$ cat src/rtl/pmp_pkg.sv
package pmp_pkg;

  typedef enum logic [1:0] {
    AM_OFF   = 2'd0,
    AM_TOR   = 2'd1,
    AM_NA4   = 2'd2,
    AM_NAPOT = 2'd3
  } amode_e;

  localparam logic [1:0] ACC_LOAD  = 2'd0;
  localparam logic [1:0] ACC_STORE = 2'd1;
  localparam logic [1:0] ACC_FETCH = 2'd2;

  localparam logic [1:0] PRIV_U = 2'd0;
  localparam logic [1:0] PRIV_S = 2'd1;
  localparam logic [1:0] PRIV_M = 2'd3;

  typedef struct packed {
    logic       lock;
    logic [1:0] rsvd;
    amode_e     mode;
    logic       x;
    logic       w;
    logic       r;
  } ecfg_t;

endpackage

$ cat src/rtl/pmp_region.sv
module pmp_region
  import pmp_pkg::*;
#(
  parameter int PADDR_W = 34,
  parameter int AREG_W  = 32
) (
  input  amode_e             mode,
  input  logic [AREG_W-1:0]  addr_this,
  input  logic [AREG_W-1:0]  addr_prev,
  input  logic [PADDR_W-1:0] first_b,
  input  logic [PADDR_W-1:0] last_b,
  output logic               hit_full,
  output logic               hit_part
);

  logic [AREG_W-1:0]  ones_mask;
  logic [PADDR_W-1:0] byte_mask;
  logic [PADDR_W-1:0] lo;
  logic [PADDR_W-1:0] hi;
  logic               empty;
  logic               in_first;
  logic               in_last;

  always_comb begin
    // trailing ones plus the first zero above them
    ones_mask = addr_this ^ (addr_this + AREG_W'(1));
    byte_mask = {ones_mask, 2'b11};
    lo        = '0;
    hi        = '0;
    empty     = 1'b1;
    case (mode)
      AM_TOR: begin
        lo    = {addr_prev, 2'b00};
        hi    = {addr_this, 2'b00} - PADDR_W'(1);
        empty = (addr_this <= addr_prev);
      end
      AM_NA4: begin
        lo    = {addr_this, 2'b00};
        hi    = {addr_this, 2'b11};
        empty = 1'b0;
      end
      AM_NAPOT: begin
        lo    = {addr_this, 2'b00} & ~byte_mask;
        hi    = {addr_this, 2'b11} |  byte_mask;
        empty = 1'b0;
      end
      default: ;
    endcase
  end

  assign in_first = !empty && (first_b >= lo) && (first_b <= hi);
  assign in_last  = !empty && (last_b  >= lo) && (last_b  <= hi);
  assign hit_full = in_first && in_last;
  assign hit_part = in_first ^ in_last;

endmodule

$ cat config.mk
export PLATFORM = sky130hd
export DESIGN_NAME = pmp_region
export DESIGN_NICKNAME = d
export VERILOG_FILES = /design/src/rtl/pmp_pkg.sv /design/src/rtl/pmp_region.sv
export SDC_FILE = /design/constraint.sdc
export NUM_CORES = 1
export LEC_CHECK = 0
export BUFFER_PORTS_ARGS = -buffer_cell sky130_fd_sc_hd__buf_2
export CAP_MARGIN = 10
export CELL_PAD_IN_SITES_DETAIL_PLACEMENT = 1
export CELL_PAD_IN_SITES_GLOBAL_PLACEMENT = 2
export CORE_AREA = 4 4 133 199
export DETAILED_ROUTE_END_ITERATION = 8
export DIE_AREA = 0 0 137 203
export PLACE_DENSITY_LB_ADDON = 0.1
export SLEW_MARGIN = 20
export SYNTH_ARGS = -nofsm -noshare
export SYNTH_HDL_FRONTEND = slang
export SYNTH_SLANG_ARGS = --single-unit
$ cat constraint.sdc
create_clock -name vclk -period 8
set_clock_uncertainty 0.05 [all_clocks]
set_input_delay 1.6 -clock vclk [all_inputs]
set_output_delay 1.6 -clock vclk [all_outputs]
set_load 0.1 [all_outputs]
==> qor.yml <==
status:
  status: "finished, final reports clean"
cells_and_area:
  seq_cell_count: 0
  layout-drive-gt1-share: 0.188
  clock_buffer_count: 0
  diodes: 0
  regArea_um2: 0
  finish.instance_area_um2: 6710
  fillCellCount: 3106
  syn_to_final_growth_pct: 19.2
  multi_input_area_um2: 5290
  nets: 1206
synthesis:
  synth_cells: 789
  yosys_warnings: 0
  synth_cell_type_count: 61
  yosys-top-cells-count: "169 x ha_1, 81 x a21oi_1, 51 x nor2_1, 49 x inv_1, 43 x nand2_1"
  synth_top_cell_by_area: "ha_1"
  seq_area_frac_synth: 0
  synthesis.area_um2: 5630
  yosysMostFrequentCell: "ha_1"
  synth.net_count: 1092
  ys_top_cells_by_area: "ha_1 38%, a21oi_1 7.2%, nand4_1 4.3%"
  synth_top_area_frac: 0.376
  avgSynthCellArea_um2: 7.13
hold_path:
  min-delay-path-class: "in -> out"
  hold_path.startpoint: "first_b[33]"
  whs_path_depth: 7
worst_setup_path:
  slowest_stage: "or4_4"
  cp.depth: 15
  path_buf_inv: 2
  crit_fanout: 9
  cp_cell_sequence: "buf_2 -> or4_4 -> or4_4 -> or3_1 -> o41ai_1 -> o22ai_1 -> ha_1 -> nand4_1 -> nor4_1 -> nand4_1 -> o31a_1 -> a31o_2 -> a211oi_1 -> ha_1 -> buf_12"
  crit_type: "in -> out"
  crit_required_ns: 6.35
  endpoint_kind: "output pin"
  start_kind: "input port"
  cp_slowest_stage_delay_ns: 0.57
  critical_path.top_delay_family: "simple AND/OR/NAND/NOR gates"
  cp-startpoint: "addr_this[14]"
  worstPathArrival_ns: 5.97
drt:
  firstDrtPassIters: 4
  num_vias: 6656
  wl_um: 28000
  drt_iter0_markers: 113
  viasPerCell: 5.42
  drc: 0
  postRouteAntennaNets: 0
  wl_per_cell_um: 22.8
global_route:
  grt_antenna_before_repair: 2
  grt.total_usage: 0.197
  grt_pass1_vias: 7293
  grt_pass1_wl_um: 42000
  overflow: 0
  grt_max_degree: 71
floorplan:
  initial_core_util: 0.226
  io_pins: 136
  fp.dieH_um: 203
  std_cell_rows: 71
  dieWidth_um: 137
  core_um2: 24900
  fp.dieArea_um2: 27800
pwr:
  power_mw: 0.408
  ir_worst_vdd_mv: 0.0453
  leakagePower_nw: 3.12
  powerDensity_nw_per_um2: 60.7
placement:
  port_buffers: 136
  hpwlAfterDp_um: 25300
  post-place-ws_ns: 0.224
  place_area_um2: 6710
  gp_congestion: 0.847
timing:
  final.setup.worst_slack_ns: 0.382
  fin_crit_sh: 0.952
  fmax_mhz: 131
  min_period_ns: 7.62
  slew_violations: 0
  setup-violations-final: 0
  whs_ns: 4.08
  tns_ns: 0
  rsz0062_at_grt: "false"
  hold_viol_final: 0
  worst_slew_pin_slew_ns: 0.729
  max_slew_margin: 0.512
clock_tree:
  postCtsSetupBuffers: 0
flow_run:
  maxCapViolations: 0
[worst min-delay path: stages]
cell      delay (ns)
buf_2           0.11
ha_1            0.16
o31a_1          0.14
a31o_2          0.09
a211oi_1        0.04
ha_1            0.21
buf_12          0.17
[layout by cell type, fill, tap and decap left out, types with 19 or more instances in the layout]
cell and count:
a21o_1 28, a21oi_1 81, a31oi_1 27, buf_2 133
ha_1 169, inv_1 49, nand2_1 43, nand3_1 31
nand4_1 39, nor2_1 51, nor3_1 38, o21ai_0 25
o22ai_1 19
[per-stage QoR]
stage / std cells / utilization
2_1_floorplan: 789 / -
3_3_place_gp: 1229 / 0.270
3_5_place_dp: 1229 / 0.270
4_1_cts: 1229 / 0.270
5_1_grt: 1229 / 0.270
6_report: 1229 / 0.270
[layout make-up]
class	count	area share
Inverter	49	0.0274
Multi-Input combinational cell	700	0.787
Tap cell	328	0.0611
Timing Repair Buffer	152	0.124
[report_power, final]
| group | internal (mW) | total (mW) | switching (mW) |
|---|---|---|---|
| sequential | 0 | 0 | 0 |
| combinational | 0.160 | 0.408 | 0.248 |
| clock | 0 | 0 | 0 |
[path summary, 6_finish.rpt]
check,endpoint
max,hit_part
min,hit_full
[repair_timing]
item                                    4_1_cts  5_1_grt
hold buffers                                  0        0
gates resized for setup                       0        1
endpoints found under the setup margin        0        1
[metal layers]
layer	wire (um)	vias to the layer above	track usage
li1	-	3311	-
met1	9260	3175	0.181
met2	16700	123	0.426
met3	556	43	0.00744
met4	1440	4	0.0781
met5	31	-	0
[logic make-up (layout without fill, tap and decap cells)]
logic type | Yosys count | in the layout | synth area share
compound gates | 253 | 253 | 0.291
simple gates | 267 | 267 | 0.252
fa+ha+maj | 169 | 169 | 0.376
mux | 9 | 9 | 0.0169
xor+xnor | 2 | 2 | 0.00311
buf+inv | 89 | 201 | 0.0618
(Power assumes the default switching activity.)
